<file path="src/rtl/keystore_pkg.sv">
package keystore_pkg;
  localparam int KS_WORD_W = 32;
  typedef enum logic {LD_IDLE, LD_PRESENT} ld_state_e;
endpackage

</file>
<file path="src/rtl/ks_stage.sv">
module ks_stage #(
  parameter int WORD_W = 32,
  parameter int NWORDS = 8,
  parameter int IDX_W  = 3
) (
  input  logic                     clk,
  input  logic                     rst_n,
  input  logic                     wr_en,
  input  logic [IDX_W-1:0]         wr_idx,
  input  logic [WORD_W-1:0]        wr_data,
  input  logic                     commit,
  output logic [NWORDS*WORD_W-1:0] staged,
  output logic                     commit_ok
);
  logic [NWORDS-1:0] seen;

  for (genvar gi = 0; gi < NWORDS; gi++) begin : g_word
    logic hit;
    assign hit = wr_en && (wr_idx == IDX_W'(gi));
    always_ff @(posedge clk) begin
      if (!rst_n) begin
        staged[gi*WORD_W +: WORD_W] <= '0;
        seen[gi] <= 1'b0;
      end else begin
        if (hit) staged[gi*WORD_W +: WORD_W] <= wr_data;
        if (commit)   seen[gi] <= 1'b0;
        else if (hit) seen[gi] <= 1'b1;
      end
    end
  end

  assign commit_ok = commit && (&seen);

  p_seen_clear_r2: assert property (@(posedge clk) disable iff (!rst_n)
    commit |=> (seen == '0));
endmodule

</file>
<file path="src/rtl/ks_arb.sv">
module ks_arb (
  input  logic clk,
  input  logic rst_n,
  input  logic ext_act,
  input  logic fab_act,
  output logic fab_pass,
  output logic fab_drop
);
  assign fab_pass = fab_act && !ext_act;

  always_ff @(posedge clk) begin
    if (!rst_n) fab_drop <= 1'b0;
    else        fab_drop <= fab_act && ext_act;
  end

  p_drop_r4: assert property (@(posedge clk) disable iff (!rst_n)
    (ext_act && fab_act) |=> fab_drop);
  p_no_drop_r4: assert property (@(posedge clk) disable iff (!rst_n)
    !(ext_act && fab_act) |=> !fab_drop);
endmodule

</file>
<file path="src/rtl/ks_varkey.sv">
module ks_varkey #(
  parameter int KEY_W = 256
) (
  input  logic             clk,
  input  logic             rst_n,
  input  logic             ext_ok,
  input  logic [KEY_W-1:0] ext_key,
  input  logic             fab_ok,
  input  logic [KEY_W-1:0] fab_key,
  output logic [KEY_W-1:0] var_key,
  output logic             programmed
);
  always_ff @(posedge clk) begin
    if (!rst_n) begin
      var_key    <= '0;
      programmed <= 1'b0;
    end else if (ext_ok) begin
      var_key    <= ext_key;
      programmed <= 1'b1;
    end else if (fab_ok) begin
      var_key    <= fab_key;
      programmed <= 1'b1;
    end
  end

  p_sticky_r5: assert property (@(posedge clk) disable iff (!rst_n)
    programmed |=> programmed);
  p_atomic_r2: assert property (@(posedge clk) disable iff (!rst_n)
    !(ext_ok || fab_ok) |=> $stable(var_key));
endmodule

</file>
<file path="src/rtl/ks_load.sv">
module ks_load
  import keystore_pkg::*;
#(
  parameter int KEY_W = 256
) (
  input  logic             clk,
  input  logic             rst_n,
  input  logic             load_valid,
  input  logic             load_encrypted,
  input  logic             load_use_var,
  output logic             load_ready,
  output logic             load_err,
  input  logic [KEY_W-1:0] fixed_key,
  input  logic [KEY_W-1:0] var_key,
  input  logic             programmed,
  output logic             key_valid,
  input  logic             key_ready,
  output logic [KEY_W-1:0] key_data,
  output logic             enc_active,
  input  logic             readback_req,
  input  logic             partial_req,
  output logic             access_grant,
  output logic             access_reject
);
  ld_state_e state;
  logic      any_req;

  assign load_ready = (state == LD_IDLE);
  assign key_valid  = (state == LD_PRESENT);
  assign any_req    = readback_req || partial_req;

  always_ff @(posedge clk) begin
    if (!rst_n) begin
      state      <= LD_IDLE;
      key_data   <= '0;
      enc_active <= 1'b0;
      load_err   <= 1'b0;
    end else begin
      load_err <= 1'b0;
      case (state)
        LD_IDLE: if (load_valid) begin
          if (!load_encrypted) begin
            enc_active <= 1'b0;
          end else if (load_use_var && !programmed) begin
            load_err <= 1'b1;
          end else begin
            key_data <= load_use_var ? var_key : fixed_key;
            state    <= LD_PRESENT;
          end
        end
        LD_PRESENT: if (key_ready) begin
          key_data   <= '0;
          enc_active <= 1'b1;
          state      <= LD_IDLE;
        end
        default: state <= LD_IDLE;
      endcase
    end
  end

  always_ff @(posedge clk) begin
    if (!rst_n) begin
      access_grant  <= 1'b0;
      access_reject <= 1'b0;
    end else begin
      access_grant  <= any_req && !enc_active;
      access_reject <= any_req && enc_active;
    end
  end

  p_hold_r7: assert property (@(posedge clk) disable iff (!rst_n)
    (key_valid && !key_ready) |=> (key_valid && $stable(key_data)));
  p_err_no_key_r6: assert property (@(posedge clk) disable iff (!rst_n)
    load_err |-> !key_valid);
  p_reject_r9: assert property (@(posedge clk) disable iff (!rst_n)
    (any_req && enc_active) |=> (access_reject && !access_grant));
  p_idle_zero_r10: assert property (@(posedge clk) disable iff (!rst_n)
    !key_valid |-> (key_data == '0));
  p_enc_set_r8: assert property (@(posedge clk) disable iff (!rst_n)
    (key_valid && key_ready) |=> enc_active);
endmodule

</file>
<file path="src/rtl/keystore_ctrl.sv">
module keystore_ctrl
  import keystore_pkg::*;
#(
  parameter int KEY_W = 256,
  parameter int WORD_W = KS_WORD_W,
  parameter logic [KEY_W-1:0] FIXED_KEY =
    256'h6D2B_91F0_3C7E_A548_0B1D_E9C2_7F34_56A1_C0FF_EE12_8844_2299_3A5B_7C9D_E1F2_0415,
  localparam int NWORDS = KEY_W / WORD_W,
  localparam int IDX_W  = (NWORDS > 1) ? $clog2(NWORDS) : 1
) (
  input  logic              clk,
  input  logic              rst_n,
  input  logic              ext_wr_en,
  input  logic [IDX_W-1:0]  ext_wr_idx,
  input  logic [WORD_W-1:0] ext_wr_data,
  input  logic              ext_commit,
  input  logic              fab_wr_en,
  input  logic [IDX_W-1:0]  fab_wr_idx,
  input  logic [WORD_W-1:0] fab_wr_data,
  input  logic              fab_commit,
  output logic              fab_drop,
  output logic              var_programmed,
  input  logic              load_valid,
  output logic              load_ready,
  input  logic              load_encrypted,
  input  logic              load_use_var,
  output logic              load_err,
  output logic              key_valid,
  input  logic              key_ready,
  output logic [KEY_W-1:0]  key_data,
  output logic              enc_active,
  input  logic              readback_req,
  input  logic              partial_req,
  output logic              access_grant,
  output logic              access_reject
);
  logic             fab_pass;
  logic [KEY_W-1:0] ext_staged, fab_staged, var_key;
  logic             ext_ok, fab_ok;

  ks_arb u_arb (
    .clk(clk), .rst_n(rst_n),
    .ext_act(ext_wr_en || ext_commit),
    .fab_act(fab_wr_en || fab_commit),
    .fab_pass(fab_pass), .fab_drop(fab_drop)
  );

  ks_stage #(.WORD_W(WORD_W), .NWORDS(NWORDS), .IDX_W(IDX_W)) u_ext_stage (
    .clk(clk), .rst_n(rst_n),
    .wr_en(ext_wr_en), .wr_idx(ext_wr_idx), .wr_data(ext_wr_data),
    .commit(ext_commit), .staged(ext_staged), .commit_ok(ext_ok)
  );

  ks_stage #(.WORD_W(WORD_W), .NWORDS(NWORDS), .IDX_W(IDX_W)) u_fab_stage (
    .clk(clk), .rst_n(rst_n),
    .wr_en(fab_wr_en && fab_pass), .wr_idx(fab_wr_idx), .wr_data(fab_wr_data),
    .commit(fab_commit && fab_pass), .staged(fab_staged), .commit_ok(fab_ok)
  );

  ks_varkey #(.KEY_W(KEY_W)) u_varkey (
    .clk(clk), .rst_n(rst_n),
    .ext_ok(ext_ok), .ext_key(ext_staged),
    .fab_ok(fab_ok), .fab_key(fab_staged),
    .var_key(var_key), .programmed(var_programmed)
  );

  ks_load #(.KEY_W(KEY_W)) u_load (
    .clk(clk), .rst_n(rst_n),
    .load_valid(load_valid), .load_encrypted(load_encrypted),
    .load_use_var(load_use_var), .load_ready(load_ready), .load_err(load_err),
    .fixed_key(FIXED_KEY), .var_key(var_key), .programmed(var_programmed),
    .key_valid(key_valid), .key_ready(key_ready), .key_data(key_data),
    .enc_active(enc_active),
    .readback_req(readback_req), .partial_req(partial_req),
    .access_grant(access_grant), .access_reject(access_reject)
  );

  p_fixed_sel_r1: assert property (@(posedge clk) disable iff (!rst_n)
    (load_valid && load_ready && load_encrypted && !load_use_var) |=> (key_data == FIXED_KEY));
endmodule

</file>
<file path="config.mk">
export PLATFORM = sky130hd
export DESIGN_NAME = keystore_ctrl
export DESIGN_NICKNAME = d
export VERILOG_FILES = /design/src/rtl/keystore_pkg.sv /design/src/rtl/ks_stage.sv /design/src/rtl/ks_arb.sv /design/src/rtl/ks_varkey.sv /design/src/rtl/ks_load.sv /design/src/rtl/keystore_ctrl.sv
export SDC_FILE = /design/constraint.sdc
export NUM_CORES = 2
export LEC_CHECK = 0
export ABC_CLOCK_PERIOD_IN_PS = 3050
export BUFFER_PORTS_ARGS = -buffer_cell sky130_fd_sc_hd__buf_4
export CAP_MARGIN = 20
export CORE_MARGIN = 2
export CORE_UTILIZATION = 35
export DETAILED_ROUTE_END_ITERATION = 6
export HOLD_SLACK_MARGIN = 0.03
export PLACE_DENSITY_LB_ADDON = 0.2
export SLEW_MARGIN = 40
export SYNTH_ARGS = -nofsm -noshare
export SYNTH_HDL_FRONTEND = slang
export SYNTH_SLANG_ARGS = --single-unit
</file>
<file path="constraint.sdc">
create_clock -name clk -period 3.05 [get_ports clk]
set_clock_uncertainty 0.05 [all_clocks]
set_input_delay 0.305 -clock clk [delete_from_list [all_inputs] [get_ports clk]]
set_output_delay 0.305 -clock clk [all_outputs]
set_load 0.02 [all_outputs]
</file>
# After elaboration in Yosys (flattened, before gate mapping)
# Index checks and enable logic that the tools add are counted.
dict set report totals {
  ff_bits 1047
  output_inout_bits 264
  word_cells 125
}
dict set report classes {
  n_eq_ne 19
  muxes 20
  bitwise 4
  reduce_logical 41
}
# operator n
set ops {}
lappend ops {{256-bit two-way mux} 7}
lappend ops {{256-bit case mux with 2 select lines} 1}
lappend ops {{1-bit logical AND} 25}
lappend ops {{3-bit == test (second input constant)} 8}
lappend ops {{8-bit AND reduction} 2}
lappend ops {{3-bit by 2-bit == test with 1-bit output (second input constant)} 4}
lappend ops {{1-bit two-way mux} 10}
lappend ops {{2-bit inequality test (second input constant)} 4}
lappend ops {{3-bit by 1-bit == test with 1-bit output (second input constant)} 2}
lappend ops {{3-bit logical NOT} 2}
lappend ops {{1-bit inverter} 4}
lappend ops {{1-bit case mux with 2 select lines} 2}
lappend ops {{4-bit AND reduction} 1}
lappend ops {{2-bit OR reduction} 2}
lappend ops {{4-bit OR reduction} 1}
lappend ops {{1-bit logical NOT} 3}
lappend ops {{1-bit logical OR} 3}
lappend ops {{3-bit AND reduction} 1}
lappend ops {{2-bit by 1-bit inequality test with 1-bit output (second input constant)} 1}
lappend ops {{2-bit nonzero test} 1}

# Logic depth before layout (Yosys ltp)
dict set report depth {
  word_depth 7
  ltp_mapped 8
  mapped_depth_nobuf 4
}

# Hierarchy
# From an unflattened synthesis, not the netlist that was laid out.
dict set report unflattened {
  cells_unflattened 4375
  area_unflattened_um2 46236.8
}
# mod instances cells_each area_per_inst_um2
set by_module_without_submodules {}
lappend by_module_without_submodules {ks_stage 2 904 9440.3}
lappend by_module_without_submodules {ks_varkey 1 1141 13912.1}
lappend by_module_without_submodules {ks_load 1 1417 13374.1}
lappend by_module_without_submodules {ks_arb 1 3 36.3}
lappend by_module_without_submodules {keystore_ctrl 1 6 33.8}

# Worst setup path before layout
# No wires, ideal clock.
dict set report synth_path {
  kind {flip-flop to flip-flop}
  startpoint {register u_load.state, in the netlist u_load.key_valid}
  endpoint {register u_load.key_data[178]}
  arrival_ns 1.429
  slack_ns 1.496
  stages_incl_launch_ff 7
  path_buffers 2
  synth_period_minus_slack_ns 1.554
  path_cell_list {dfxtp_1 > nand3b_4 > a2bb2oi_2 > buf_2 > buf_2 > nand2_1 > a21boi_0}
}
dict set report synth_between {
  elab_chain_cells 3
  elab_cells_between_ends 7
}
# item line
set synth_rtl {}
lappend synth_rtl {{from (decl)} ks_load.sv:25} ;# ld_state_e state;
lappend synth_rtl {{from (signal assigned)} ks_load.sv:34} ;# state <= LD_IDLE;
lappend synth_rtl {{from (signal assigned)} ks_load.sv:48} ;# state <= LD_PRESENT;
lappend synth_rtl {{from (signal assigned)} ks_load.sv:54} ;# state <= LD_IDLE;
lappend synth_rtl {{1-bit inverter} ks_load.sv:40} ;# case (state)
lappend synth_rtl {{2-bit inequality test (no source line) or 2-bit by 1-bit inequality test with 1-bit output (tied branches)} -}
lappend synth_rtl {{4-bit AND reduction (no source line)} -}
lappend synth_rtl {{to (signal assigned)} ks_load.sv:47} ;# key_data <= load_use_var ? var_key : fixed_key;
lappend synth_rtl {{to (decl)} ks_load.sv:18} ;# output logic [KEY_W-1:0] key_data,
# Parallel ways exist; a longest one is shown, timed or not.
# A chain may end at the register's enable or synchronous reset.

# Worst setup path in the final report
dict set report layout_path {
  startpoint {input ext_commit}
  endpoint {register u_varkey.var_key[210]}
}
dict set report layout_between {
  elab_chain_cells 6
  elab_cells_between_ends 8
}
# item line
set layout_rtl {}
lappend layout_rtl {{from (decl)} keystore_ctrl.sv:16} ;# input logic ext_commit,
lappend layout_rtl {{1-bit logical OR} keystore_ctrl.sv:43} ;# .ext_act(ext_wr_en || ext_commit),
lappend layout_rtl {{1-bit logical NOT} ks_arb.sv:9} ;# assign fab_pass = fab_act && !ext_act;
lappend layout_rtl {{1-bit logical AND} ks_arb.sv:9}
lappend layout_rtl {{1-bit logical AND} keystore_ctrl.sv:57} ;# .commit(fab_commit && fab_pass), .staged(fab_staged), .commit_ok(fab_ok)
lappend layout_rtl {{1-bit logical AND} ks_stage.sv:32} ;# assign commit_ok = commit && (&seen);
lappend layout_rtl {{2-bit nonzero test (no source line)} -}
lappend layout_rtl {{to (signal assigned)} ks_varkey.sv:18} ;# var_key <= ext_key;
lappend layout_rtl {{to (signal assigned)} ks_varkey.sv:21} ;# var_key <= fab_key;
lappend layout_rtl {{to (decl)} ks_varkey.sv:10} ;# output logic [KEY_W-1:0] var_key,
# Parallel ways exist; a longest one is shown, timed or not.

==> impl_results.md <==
* Hold Vio Cnt, Final at 0
* Synthesis-to-layout area growth at 19.58%
* CTS Buffer Depth at 3
* Startpoint class of the critical path: primary input
* Largest net degree at the start of global routing at between 100 and 150
* Post-CTS Repair Setup Buffers at 0
* First-pass GRT wire length at about 220 mm
* Drt total wl at about 150 mm
* Full die area at between 100,000 and 150,000 um^2
* Final net count at 4,984
* Fin crit period at roughly 2400 ps
* Drt first pass iters at 6
* Asr flop ratio synth at 0%
* Mux contribution to synthesized area at 0%
* Pwr dens at 620.5 nW/um^2
* Arr. time, crit path at between 2000 and 3000 ps
* Chip width at approximately 340 um
* Post-synthesis cell count at ~4.7k
* Static Leakage at 16.46 nW
* Flop2flop setup slack at approximately 850 ps
* #FFs+latches synth at around 1.0k
* Required time worst endpoint at about 3600 ps
* Remaining global-route overflow at 0
* RSZ-0062 raised after global routing: false
* Simple-gate share of the synthesized area at 19.08%
* PortBufs at roughly 350
* Sum Neg Setup Slack at 0 ps
* Area post-placement at about 43,000 um^2
* Critical Path End Type: register
* Largest family of logic cells by synthesized area: compound AO/OA/AOI/OAI gates
* DRT iter0 DRCs at 3,083
* Core area at between 100,000 and 150,000 um^2
* Least-Margin Pin Slew at roughly 880 ps
* Kind of critical path: in2reg
* Max Transition Viols Final at 0
* Vias in the first global route at 30.93k
* Final setup violation count at 0
* Syn_area_per_cell at approximately 8.5 um^2
* Reg2reg end: u_varkey.var_key[210]
* Post-synth EDFFs at 0
* Die height at ~340 um
* HPWL Detailed at 89.46 mm
* Relative slew slack at a little over 40%
* GPL Wtd Cong at 0.8290
* CTS tree: built
* Synth area leader: dfxtp_1
* Commonest non-fill, non-tap cells in the layout: nand2_1, dfxtp_1, a21boi_0, buf_4, o21ai_0
* Max-cap violation count at 0
* CP max FO at 61
* Routed Antenna Nets at 0
* Root Buffer: clkbuf_16
* Unique cell type count in the Yosys netlist at 34
* Net count after synthesis at a little under 5k
* GR Util All Layers at ~25%
* Hold/Removal Path Class: in2reg
* Syn Std Cell Area at approximately 40,000 um^2
* Residual DRC at 0
* Share of cells above drive strength 1 at roughly an eighth
* Top cells by area, synth: dfxtp_1, nand2_1, a21boi_0
* Initial antenna violation count at 12
* VDD IR max at 0.4280 mV
* Clk sinks at about 1.0k
* Max Fclk at 422.7 MHz
* Period Utilization, post-route at between 70% and 80%
* Post-synthesis sequential area ratio at between 50 and 60%
* Worst reg2reg path startpoint: u_fab_stage.seen[7]
* Via-to-Cell Ratio at 5.265
* Leading cell type in the layout, fill and taps excluded: nand2_1
* Starting Density at between 30% and 40%
* H-Tree Depth at 3
* CP Launch Point: ext_commit
* Via count at between 30k and 40k
* Post-synthesis compound-gate area fraction at between 20% and 30%
* Worst setup path endpoint: u_varkey.var_key[210]
* Xor/xnor share of the synthesized area at 0%
* Synth Area in Adders at 0%
* Worst R2R Path Depth at 6
* Worst-Skew Late Latency at ~700 ps
* Ys Warns at 0
* Fin area at ~48,000 um^2
* Routed len/inst at approximately 23 um
* Area fraction of the dominant cell type after synthesis at between 50 and 60%
* Core Rows at between 100 and 150
* Status: finished, final reports clean
* Worst-path clk slew at 60 ps
* Dominant synthesized flop cell: dfxtp_1
* I/O pin count at around 350
* Inserted Clock Buffers at approximately 110
==> cell families after synthesis <==
family | count (synthesis)
and+or+nand+nor | 1879
AOI/OAI and AO/OA | 1341
DFF | 1047
buffers and inverters | 474
==> flip-flops by register name, indices dropped and copies added, names as in the netlist, 8 cells and up <==
signal              count
u_ext_stage.seen        8
u_ext_stage.staged    256
u_load.key_data       256
u_fab_stage.staged    256
u_varkey.var_key      256
u_fab_stage.seen        8
==> metal layers <==
layer | routed length (um) | part of all wire, % | GRT usage [%]
met1 | 69030 | 46 | 35.94
met2 | 66160 | 44 | 37.47
met3 | 12260 | 8.1 | 5.236
met4 | 3983 | 2.6 | 6.853
met5 | 114 | 0.075 | 0
==> synthesized netlist by cell type (7+ instances only) <==
library cell and count:
buf_4 48, nand3_1 8, nor2b_1 140, and2_1 7, o21ai_0 303, nor2_1 107
o21a_1 9, a21boi_1 185, nor3_1 78, buf_1 12, a22oi_1 132, a21boi_0 450
buf_2 135, a31oi_1 179, o221ai_1 78, nand2_1 1515, dfxtp_1 1047, buf_6 33
clkbuf_1 242, and3_1 7
==> worst max-delay path, cell delays in order <==
cell	delay (ps)
dlygate4sd3_1	610
buf_4	200
nor3b_2	310
nand3_4	510
buf_12	420
buf_4	250
o221ai_1	180
nor2_1	50
==> where the power goes <==
part | switching, W | total, W | internal (W)
Combinational | 0.00116 | 0.00172 | 0.000555
Clock | 0.00579 | 0.0142 | 0.00840
Sequential | 0.0000754 | 0.0139 | 0.0138
Total | 0.00703 | 0.0298 | 0.0228
==> layout make-up <==
cell class	count	area (um^2)
fill	11490	65980
sequential	1047	20960
multi-input combinational	3220	16940
timing repair buffer	516	4427
clock buffer	171	3359
tap	1512	1892
clock inverter	35	456.7
inverter	4	16.27
antenna	2	5.005
==> worst min path at each step <==
| stage | from | end | slack (ps) | cells past startpoint |
|---|---|---|---|---|
| after floorplan | u_ext_stage.seen[7] | u_ext_stage.seen[7] | 380 | 2 |
| after global placement | u_ext_stage.staged[8] | u_ext_stage.staged[8] | 390 | 2 |
| after detailed placement | u_load.enc_active | u_load.access_grant | 390 | 1 |
| after CTS | fab_wr_en | u_arb.fab_drop | 40 | 3 |
| after global routing | fab_wr_en | u_arb.fab_drop | 80 | 3 |
| final | fab_wr_idx[2] | u_fab_stage.staged[0] | 100 | 5 |
==> through the flow <==
stage / total power (W) / hold WS (ps) / utilization (%) / setup WS, ps / cells
CTS: 0.03002 / 37.88 / 42.14 / 772.1 / 6505
finish: 0.02982 / 103.3 / 42.14 / 684.1 / 6507
detailed placement: 0.01582 / 391.6 / 38.11 / 684.7 / 6221
global route: 0.03069 / 78.27 / 42.14 / 566.0 / 6505
global placement: 0.01581 / 388.9 / 38.11 / 707.1 / 6221
floorplan: 0.01506 / 381.7 / - / 1496 / 4741
==> what timing repair did <==
item                       CTS  global route
resized for setup            0             0
hold buffers                78             0
hold endpoints to repair   538             0
setup endpoints to repair    0             0
(Power assumes the default switching activity.)
